==> src/rtl/uart_frame_tx.sv <==
module uart_frame_tx #(
  parameter int DEPTH = 4
) (
  input  logic       clk,
  input  logic       rst_n,
  input  logic [7:0] push_data,
  input  logic       push_valid,
  input  logic [1:0] len_code,
  input  logic       par_on,
  input  logic       par_even,
  input  logic       par_stick,
  input  logic       stop_two,
  input  logic       brk_req,
  input  logic       xmit_on,
  input  logic       port_on,
  input  logic       cts_gate_on,
  input  logic       cts_in,
  input  logic       bit_tick,
  output logic       ser_out,
  output logic       busy,
  output logic       empty
);
  localparam int AW = (DEPTH > 1) ? $clog2(DEPTH) : 1;
  localparam int CW = $clog2(DEPTH + 1);

  typedef enum logic [2:0] {S_IDLE, S_START, S_DATA, S_PAR, S_STOP1, S_STOP2} st_t;

  st_t           st;
  logic [7:0]    q_mem [DEPTH];
  logic [AW-1:0] wp, rp;
  logic [CW-1:0] cnt;
  logic [7:0]    sh;
  logic [2:0]    bitc;
  logic [1:0]    f_len;
  logic          f_pe, f_two, f_par;

  logic [7:0] head, mask;
  logic       go, last_stop, load, do_push, odd_ones;

  assign head      = q_mem[rp];
  assign empty     = (cnt == '0);
  assign busy      = !empty || (st != S_IDLE);
  assign go        = !empty && xmit_on && port_on && (!cts_gate_on || cts_in) && !brk_req;
  assign last_stop = (st == S_STOP1 && !f_two) || (st == S_STOP2);
  assign load      = bit_tick && go && (st == S_IDLE || last_stop);
  assign do_push   = push_valid && (cnt != CW'(DEPTH));
  assign mask      = 8'hFF >> (2'd3 - len_code);
  assign odd_ones  = ^(head & mask);

  always_ff @(posedge clk or negedge rst_n) begin
    if (!rst_n) begin
      wp  <= '0;
      rp  <= '0;
      cnt <= '0;
    end else begin
      if (do_push) wp <= (wp == AW'(DEPTH - 1)) ? '0 : wp + 1'b1;
      if (load)    rp <= (rp == AW'(DEPTH - 1)) ? '0 : rp + 1'b1;
      cnt <= cnt + CW'(do_push) - CW'(load);
    end
  end

  always_ff @(posedge clk) begin
    if (do_push) q_mem[wp] <= push_data;
  end

  always_ff @(posedge clk or negedge rst_n) begin
    if (!rst_n) begin
      st    <= S_IDLE;
      sh    <= '0;
      bitc  <= '0;
      f_len <= '0;
      f_pe  <= 1'b0;
      f_two <= 1'b0;
      f_par <= 1'b0;
    end else if (load) begin
      st    <= S_START;
      sh    <= head;
      f_len <= len_code;
      f_pe  <= par_on;
      f_two <= stop_two;
      f_par <= par_stick ? !par_even : (odd_ones ^ !par_even);
    end else if (bit_tick) begin
      case (st)
        S_START: begin
          st   <= S_DATA;
          bitc <= '0;
        end
        S_DATA: begin
          sh <= sh >> 1;
          if (bitc == {1'b1, f_len}) st <= f_pe ? S_PAR : S_STOP1;
          else bitc <= bitc + 1'b1;
        end
        S_PAR:   st <= S_STOP1;
        S_STOP1: st <= f_two ? S_STOP2 : S_IDLE;
        S_STOP2: st <= S_IDLE;
        default: st <= S_IDLE;
      endcase
    end
  end

  always_comb begin
    case (st)
      S_IDLE:  ser_out = !brk_req;
      S_START: ser_out = 1'b0;
      S_DATA:  ser_out = sh[0];
      S_PAR:   ser_out = f_par;
      default: ser_out = 1'b1;
    endcase
  end


  tick_paced_chk: assert property (@(posedge clk) disable iff (!rst_n)
    (st != $past(st)) |-> $past(bit_tick));


  no_start_when_off_chk: assert property (@(posedge clk) disable iff (!rst_n)
    (st == S_IDLE && !(xmit_on && port_on)) |=> (st == S_IDLE));


  cts_gate_chk: assert property (@(posedge clk) disable iff (!rst_n)
    (st == S_IDLE && cts_gate_on && !cts_in) |=> (st == S_IDLE));


  break_hold_chk: assert property (@(posedge clk) disable iff (!rst_n)
    (st == S_IDLE && brk_req) |=> (st == S_IDLE));


  busy_rise_chk: assert property (@(posedge clk) disable iff (!rst_n)
    $rose(busy) |-> $past(push_valid));


  queue_bound_chk: assert property (@(posedge clk) disable iff (!rst_n)
    (cnt == CW'(DEPTH) && !load) |=> (cnt == CW'(DEPTH)));
endmodule

==> config.mk <==
export PLATFORM = sky130hd
export DESIGN_NAME = uart_frame_tx
export DESIGN_NICKNAME = d
export VERILOG_FILES = /design/src/rtl/uart_frame_tx.sv
export SDC_FILE = /design/constraint.sdc
export NUM_CORES = 1
export LEC_CHECK = 0
export ABC_AREA = 0
export BUFFER_PORTS_ARGS = -buffer_cell sky130_fd_sc_hd__buf_4
export CAP_MARGIN = 20
export CORE_UTILIZATION = 49
export CTS_CLUSTER_DIAMETER = 80
export DETAILED_ROUTE_END_ITERATION = 8
export PLACE_DENSITY = 0.73
export SYNTH_ARGS = -nofsm -noshare
export SYNTH_HDL_FRONTEND = slang
export SYNTH_SLANG_ARGS = --single-unit
export TNS_END_PERCENT = 50
==> constraint.sdc <==
create_clock -name clk -period 3 [get_ports clk]
set_input_delay 0.3 -clock clk [delete_from_list [all_inputs] [get_ports clk]]
set_output_delay 0.3 -clock clk [all_outputs]
set_load 0.005 [all_outputs]
## Word-level counts from Yosys, hierarchy flattened

Memory sizes are Yosys's and may differ from the RTL's.
Cells that the tools add are included.

| operators by class | value |
|---|---|
| add/sub/neg operators | 6 |
| multiply operators | 0 |
| div/mod/pow operators | 0 |
| order comparisons | 0 |
| eq/ne operators | 11 |
| shift-type cells | 1 |
| mux-type cells | 17 |
| bitwise gates (word level) | 3 |
| reductions and logical operators | 27 |

Operators by type and width:

| operator | number |
|---|---|
| two-way mux 8 bit | 3 |
| two-way mux 3 bit | 6 |
| case mux 3 bit (4 select lines) | 1 |
| bitwise AND 8 bit | 1 |
| logical AND 1 bit | 8 |
| parity 8 bit | 1 |
| >> shifter 8 x 2 -> 8 bit, first input constant | 1 |
| equality test 3 x 2 -> 1 bit, second input constant | 2 |
| equality test 3 bit, second input constant | 2 |
| zero test 3 bit | 2 |
| != test 3 bit, second input constant | 2 |
| case mux 3 bit (2 select lines) | 1 |
| nonzero test 2 bit | 3 |
| zero test 1 bit | 5 |
| adder 2 x 1 -> 2 bit, second input constant | 2 |
| equality test 2 bit, second input constant | 2 |
| logical OR 1 bit | 4 |
| two-way mux 2 bit | 2 |
| case mux 1 bit (4 select lines) | 1 |
| AND reduction 2 bit | 2 |
| AND reduction 4 bit | 1 |
| adder 3 x 1 -> 3 bit | 1 |
| adder 3 x 1 -> 3 bit, second input constant | 1 |
| equality test 3 x 1 -> 1 bit, second input constant | 1 |
| other kinds (8) | 10 |

| word-level totals | value |
|---|---|
| bits in registers | 26 |
| latch bits | 0 |
| RAM bits | 32 |
| bits in read-only memories | 0 |
| output and inout port bits | 3 |
| word-level logic and storage cells | 76 |
| memories kept | 1 |

Memory list:

| memory | words | width | read ports | clocked after memory_dff | write ports | RTL line | text |
|---|---|---|---|---|---|---|---|
| q_mem | 4 | 8 | 1 | 0 | 1 | 29 | `logic [7:0] q_mem [DEPTH];` |

## Longest topological paths before layout

Gate-level depths: netlist (run 1).

| logic depth | value |
|---|---|
| word-level depth | 10 |
| mapped depth | 12 |
| gate-level depth less buffers | 10 |

## Worst setup path before layout (run 1)

No wires, ideal clock.

| timing | value |
|---|---|
| kind | register to register |
| from | register st[0] |
| to | register cnt[2] |
| data arrival time | 2665 ps |
| setup slack | 209 ps |
| stages on the path, launching flop included | 13 |
| clock period less this slack | 2791 ps |
| path through | dfrtp_1 -> clkbuf_1 -> inv_1 -> a31o_2 -> nor3_1 -> clkbuf_1 -> ha_1 -> inv_1 -> ha_1 -> inv_1 -> fa_1 -> xnor2_1 -> xnor2_1 |

| on the way | value |
|---|---|
| longest elaborated chain between the ends | 6 |
| elaborated cells between the ends (all ways) | 8 |
| those cells by class | add/sub (1); eq/ne (2); reduce/logical (5) |

Ends and longest elaborated chain:

| what | RTL line | text |
|---|---|---|
| from (decl) | 28 | `st_t st;` |
| from (signal assigned) | 90 | `if (bitc == {1'b1, f_len}) st <= f_pe ? S_PAR : S_STOP1;` |
| from (signal assigned) | 94 | `S_STOP1: st <= f_two ? S_STOP2 : S_IDLE;` |
| equality test 3 bit | 44 | `assign last_stop = (st == S_STOP1 && !f_two) \|\| (st == S_STOP2);` |
| logical AND 1 bit | 44 |  |
| logical OR 1 bit | 44 |  |
| logical OR 1 bit * | 45 | `assign load = bit_tick && go && (st == S_IDLE \|\| last_stop);` |
| logical AND 1 bit * | 45 |  |
| subtractor 3 x 1 -> 3 bit * | 58 | `cnt <= cnt + CW'(do_push) - CW'(load);` |
| to (signal assigned) | 58 |  |
| to (decl) | 31 | `logic [CW-1:0] cnt;` |

Every way passes the cells marked *; elsewhere a longest branch is shown, timed or not.
A chain may end at the register's enable or synchronous reset.

## Worst setup path after layout (run 1)

| timing | value |
|---|---|
| from | register rp[0] |
| to | register f_par |

| on the way | value |
|---|---|
| longest elaborated chain between the ends | 5 |

Ends and longest elaborated chain:

| what | RTL line | text |
|---|---|---|
| from (decl) | 30 | `logic [AW-1:0] wp, rp;` |
| from (signal assigned) | 57 | `if (load) rp <= (rp == AW'(DEPTH - 1)) ? '0 : rp + 1'b1;` |
| memory read (4 x 8 bit) | - |  |
| bitwise AND 8 bit | 48 | `assign odd_ones = ^(head & mask);` |
| parity 8 bit | 48 |  |
| XOR 1 bit | 81 | `f_par <= par_stick ? !par_even : (odd_ones ^ !par_even);` |
| two-way mux 1 bit | 81 |  |
| to (signal assigned) | 81 |  |
| to (decl) | 35 | `logic f_pe, f_two, f_par;` |

Every way passes these cells.

==> results of run 1 <==
==> synth_stat cells, drive strengths merged <==
master / number
nand3b: 3
o221a: 1
a21boi: 2
nor4: 1
a21oi: 3
ha: 8
o31ai: 1
o2bb2ai: 1
o31a: 1
xnor3: 1
inv: 12
nor2b: 2
a31oi: 2
and2: 5
o21ai: 17
mux2i: 7
dfrtp: 26
and4: 1
a31o: 1
edfxtp: 32
o22ai: 1
fa: 1
nor2: 6
nor4b: 1
mux2: 6
xnor2: 6
buf: 1
o211ai: 3
nand2b: 1
nor3: 4
mux4: 8
o221ai: 1
xor2: 1
clkbuf: 7
nand2: 16
and3b: 1
or3: 1
nand3: 5
==> metrics by stage <==
step                total power (µW)  cells  hold WS, ps
floorplan                       1980    197         4.41
global route                    3190    304          146
detailed placement              2190    287          239
CTS                             3000    304          152
global placement                2160    287          233
finish                          2970    304          170
==> worst register-to-register path: stages (launching register included) <==
cell     delay, ps
dfrtp_1        660
mux4_1         670
xnor3_2        390
xnor2_1        180
a31oi_1         80
o31a_1         290
o31ai_1        180
==> routing by layer <==
layer / GRT usage [%] / wire length (µm)
met5: 0 / 0
met1: 23.1 / 2070
met4: 6.35 / 15
met2: 26.0 / 2140
met3: 5.63 / 183
==> worst min-delay path by stage <==
stage / from / end / slack (ps) / depth (start not counted)
global route: push_data[5] / q_mem[2][5]$_DFFE_PP_ / 150 / 1
finish: push_data[5] / q_mem[1][5]$_DFFE_PP_ / 170 / 1
detailed placement: rst_n / st[2]$_DFFE_PN0P_ / 240 / 1
CTS: push_data[5] / q_mem[1][5]$_DFFE_PP_ / 150 / 1
global placement: rst_n / st[2]$_DFFE_PN0P_ / 230 / 1
floorplan: rst_n / bitc[0]$_DFFE_PN0P_ / 4 / 0
==> kinds of logic after synthesis <==
| logic type | Yosys count | share of synthesized area, % |
|---|---|---|
| buf+inv | 20 | 3.41 |
| fa+ha+maj | 9 | 4.42 |
| mux | 21 | 12.4 |
| flops | 58 | 59.3 |
| xor+xnor | 8 | 3.82 |
| simple gates | 47 | 8.89 |
| compound gates | 34 | 7.74 |
==> power by group <==
group          total [µW]  switching [µW]  internal (µW)
logic                 927             421            506
registers            1240             171           1070
clock network         805             314            491
==> sequential cells by signal, indices dropped and copies added (netlist names) <==
name	count
q_mem	32
sh	8
bitc	3
cnt	3
st	3
f_len	2
rp	2
wp	2
f_par	1
f_pe	1
f_two	1
==> final cells by class <==
type	instances	area, µm²
multi-input combinational	119	1020
sequential	58	1610
fill	410	2030
timing repair buffer	29	220
tap	70	87.6
inverter	12	45.0
clock buffer	10	138
clock inverter	6	90.1
==> qor.txt, run 1 <==
CTS Sinks = 58
number of synthesized register bits = 58
RR Endpoint = f_par$_DFFE_PN0N_
Routed WL = 4.41 mm
area leader, netlist = edfxtp_1
Reg2Reg Launch Point = rp[0]$_DFFE_PN0N_
Resized cells post-CTS = 0
CP max FO = 11
Final Max Slew Viols = 0
post-CTS setup buffers = 0
register area share after synthesis = 59.3%
Clk pin slew, worst setup/hold paths = 70 ps
Avg Cell Area, Syn = 13.8 µm²
crit path launch = rp[0]$_DFFE_PN0N_
global-route wire length before repair = 7.58 mm
layout cells sized above 1 = 25.2%
area of the core = 5240 µm²
site row count = 26
Synth area leaders = edfxtp_1 35%, dfrtp_1 24%, mux4_1 4.8%, ha_1 3.7%, o21ai_0 3.1%
Worst EP arrival = 2780 ps
Tcrit/Tclk final = 84.8%
DR iter-0 viols = 84
HP Class = input pin to register
PD cells = 925 nW/µm²
Period minus WS final = 2540 ps
Crit-path slowest cell = mux4_1
width of the die = 76.5 µm
die area = 5850 µm²
worst skew pair latency = 330 ps
CP Launch Type = register
CP endpoint kind = register
post-DP HPWL = 3.05 mm
drt first pass iters = 4
CTS tree = yes
H-Tree Depth = 3
number of remaining DRC errors = 0
Worst Max-Slew Pin Slew = 752 ps
via count = 1603
slack of the worst reg-to-reg path = 460 ps
worst relative slew slack = 49.2%
Reg2Reg Depth = 6
top cell type's share of synthesized area = 35.4%
number of antenna violations at the first check in global routing = 0
Unique masters post-synth = 41
largest net degree at the start of global routing = 27
Final Hold Vio Count = 0
port bufs = 25
GPL Wtd Cong = 0.764
placed cell area = 2970 µm²
ant diodes = 0
I/O Pins = 26
Final WS setup = 456 ps
design area = 3210 µm²
WS Path Type = register to register
Clock Tree Buf Depth = 2
CTS Hold Bufs = 1
dpl ws = 436 ps
# setup viols final = 0
Post-DRT Antenna Nets = 0
RSZ-0062 raised after global routing = no
Worst setup endpoint = f_par$_DFFE_PN0N_
Max stage delay on crit path = 670 ps
Buf/Inv on CP = 0
Area Overhead vs Synth = 18.1%
Fin Clk Skew = 9.68 ps
total of max-cap violations = 0
Die Y = 76.5 µm
cells after synthesis = 197
nets = 261
commonest non-fill, non-tap cell in the layout = edfxtp_1
cell area after synthesis = 2720 µm²
CTS buffer count = 9
leakage = 0.00132 µW
WL/cell = 14.5 µm
final core utilization = 61.3%
total stage count of the critical path = 6
maximum VDD drop = 441 µV
most frequent cells in the layout = 32 x edfxtp_1, 28 x buf_4, 26 x dfrtp_1, 17 x o21ai_0, 16 x nand2_1
Critical Path RT = 3230 ps
vias per inst = 5.27
CP Cell Sequence = mux4_1 > xnor3_2 > xnor2_1 > a31oi_1 > o31a_1 > o31ai_1
clock root cell = clkbuf_8
total global routing overflow = 0
Max Freq = 0.393 GHz
Mapped Nets = 229
setup TNS = 0 ps
CP delay by family, top = multiplexers
status = finished, final reports clean
YS warnings = 0
vias in the first global route = 1589
initial core utilization = 51.9%
Total GRT Usage = 17.2%
(Power assumes the default switching activity.)
==> run 2, diff against run 1 <==
==> constraint.sdc (replaced) <==
create_clock -name clk -period 2.3 [get_ports clk]
set_input_delay 0.23 -clock clk [delete_from_list [all_inputs] [get_ports clk]]
set_output_delay 0.23 -clock clk [all_outputs]
set_load 0.005 [all_outputs]
==> qor.txt, run 2 (synthesized netlist as in run 1, its figures left out) <==
crit path launch = rp[0]$_DFFE_PN0N_
largest net degree at the start of global routing = 27
slack of the worst reg-to-reg path = 80 ps
nets = 269
commonest non-fill, non-tap cell in the layout = buf_4
setup TNS = 0 ps
H-Tree Depth = 3
post-DP HPWL = 3.26 mm
via count = 1654
Area Overhead vs Synth = 22.0%
Die Y = 76.5 µm
worst skew pair latency = 330 ps
Worst EP arrival = 2460 ps
Fin Clk Skew = 6.90 ps
Final WS setup = 81.7 ps
Fillers = 409
most frequent cells in the layout = 35 x buf_4, 32 x edfxtp_1, 25 x dfrtp_1, 16 x o21ai_0, 16 x nand2_1
hold slack = 98.9 ps
CTS tree = yes
dpl ws = -9.11 ps
I/O Pins = 26
RSZ-0062 raised after global routing = yes
global-route wire length before repair = 7.63 mm
CTS Sinks = 58
maximum VDD drop = 531 µV
Period minus WS final = 2220 ps
Routed WL = 4.57 mm
Post-DRT Antenna Nets = 0
total global routing overflow = 0
WS Path Type = register to register
HP Class = input pin to register
Critical Path RT = 2540 ps
Pwr Total = 4000 µW
number of antenna violations at the first check in global routing = 0
CP endpoint kind = register
Reg2Reg Launch Point = rp[0]$_DFFE_PN0N_
Reg2Reg Depth = 6
drt first pass iters = 4
HP Start = push_data[5]
total of max-cap violations = 0
hold depth = 1
PD cells = 1210 nW/µm²
RR Endpoint = f_par$_DFFE_PN0N_
CP max FO = 5
registers with the most flip-flops = q_mem (32), sh (8)
vias in the first global route = 1634
Total GRT Usage = 17.6%
clock root cell = clkbuf_8
site row count = 26
WL/cell = 14.6 µm
GPL Wtd Cong = 0.798
initial core utilization = 51.9%
DR iter-0 viols = 128
Final Hold Vio Count = 0
Clk pin slew, worst setup/hold paths = 70 ps
Worst Hold End = q_mem[0][5]$_DFFE_PP_
Clock Tree Buf Depth = 2
Tcrit/Tclk final = 96.4%
leakage = 0.00135 µW
ant diodes = 0
CTS buffer count = 9
Top reg by flops = q_mem
Worst Max-Slew Pin Slew = 443 ps
final core utilization = 63.3%
# setup viols final = 0
CP Launch Type = register
Largest register FFs = 32
worst relative slew slack = 70.4%
Max Freq = 0.451 GHz
status = finished, final reports clean
layout cells sized above 1 = 33.5%
Final Max Slew Viols = 0
vias per inst = 5.30
port bufs = 25
width of the die = 76.5 µm
area of the core = 5240 µm²
die area = 5850 µm²
number of remaining DRC errors = 0
## run 2: cell count changes in the layout (fill, tap and decap cells not counted), sizes merged
| cell | before | now |
|---|---|---|
| buf | 28 | 36 |
## run 2: per-stage QoR
stage	cells	area (µm²)
2_1_floorplan	197	2810
3_3_place_gp	294	3090
3_5_place_dp	294	3090
4_1_cts	311	3310
5_1_grt	312	3310
6_report	312	3310
## run 2: power by group
group	total (µW)	switching [µW]	internal (µW)
registers	1590	197	1390
logic	1430	648	782
clock network	985	383	602
total	4000	1230	2780
## run 2: critical path, stage by stage, from the launching register on
cell and delay (ps):
dfrtp_2 420, mux4_2 550, xnor3_2 400, xnor2_1 150, and4_4 160, o31a_1 280
o31ai_2 180
## run 2: layer usage
| layer | GRT usage (%) | vias up | part of all wire [%] |
|---|---|---|---|
| li1 | - | 810 | - |
| met4 | 7.12 | 0 | 1.4 |
| met1 | 23.2 | 795 | 47 |
| met5 | 0 | - | 0 |
| met3 | 6.35 | 7 | 5.5 |
| met2 | 26.5 | 42 | 46 |
## run 2: worst max path at each step
stage                                   end  slack, ps  cells after the start
after global routing      f_par$_DFFE_PN0N_        -60                      7
after detailed placement  f_par$_DFFE_PN0N_         -9                      7
final                     f_par$_DFFE_PN0N_         80                      6
after CTS                 f_par$_DFFE_PN0N_         10                      7
after global placement    f_par$_DFFE_PN0N_         30                      6
after floorplan            cnt[2]$_DFF_PN0_        -30                     11
## run 2: cell type report
class / count / area (µm²) / area share, %
flip-flops and latches: 58 / 1610 / 48.7
clock inverters: 6 / 81.3 / 2.45
inverters: 12 / 45.0 / 1.36
well taps: 70 / 87.6 / 2.64
repair buffers: 37 / 284 / 8.57
clock buffers: 10 / 128 / 3.85
multi-input cells: 119 / 1070 / 32.4
## run 2: timing repair
item / CTS / global route
endpoints found under the setup margin: 1 / 1
endpoints found under the hold margin: 26 / 0
resized for setup: 1 / 8
buffers inserted: 0 / 1
pin swaps: 0 / 3
cloned: 0 / 0
hold buffers: 1 / 0
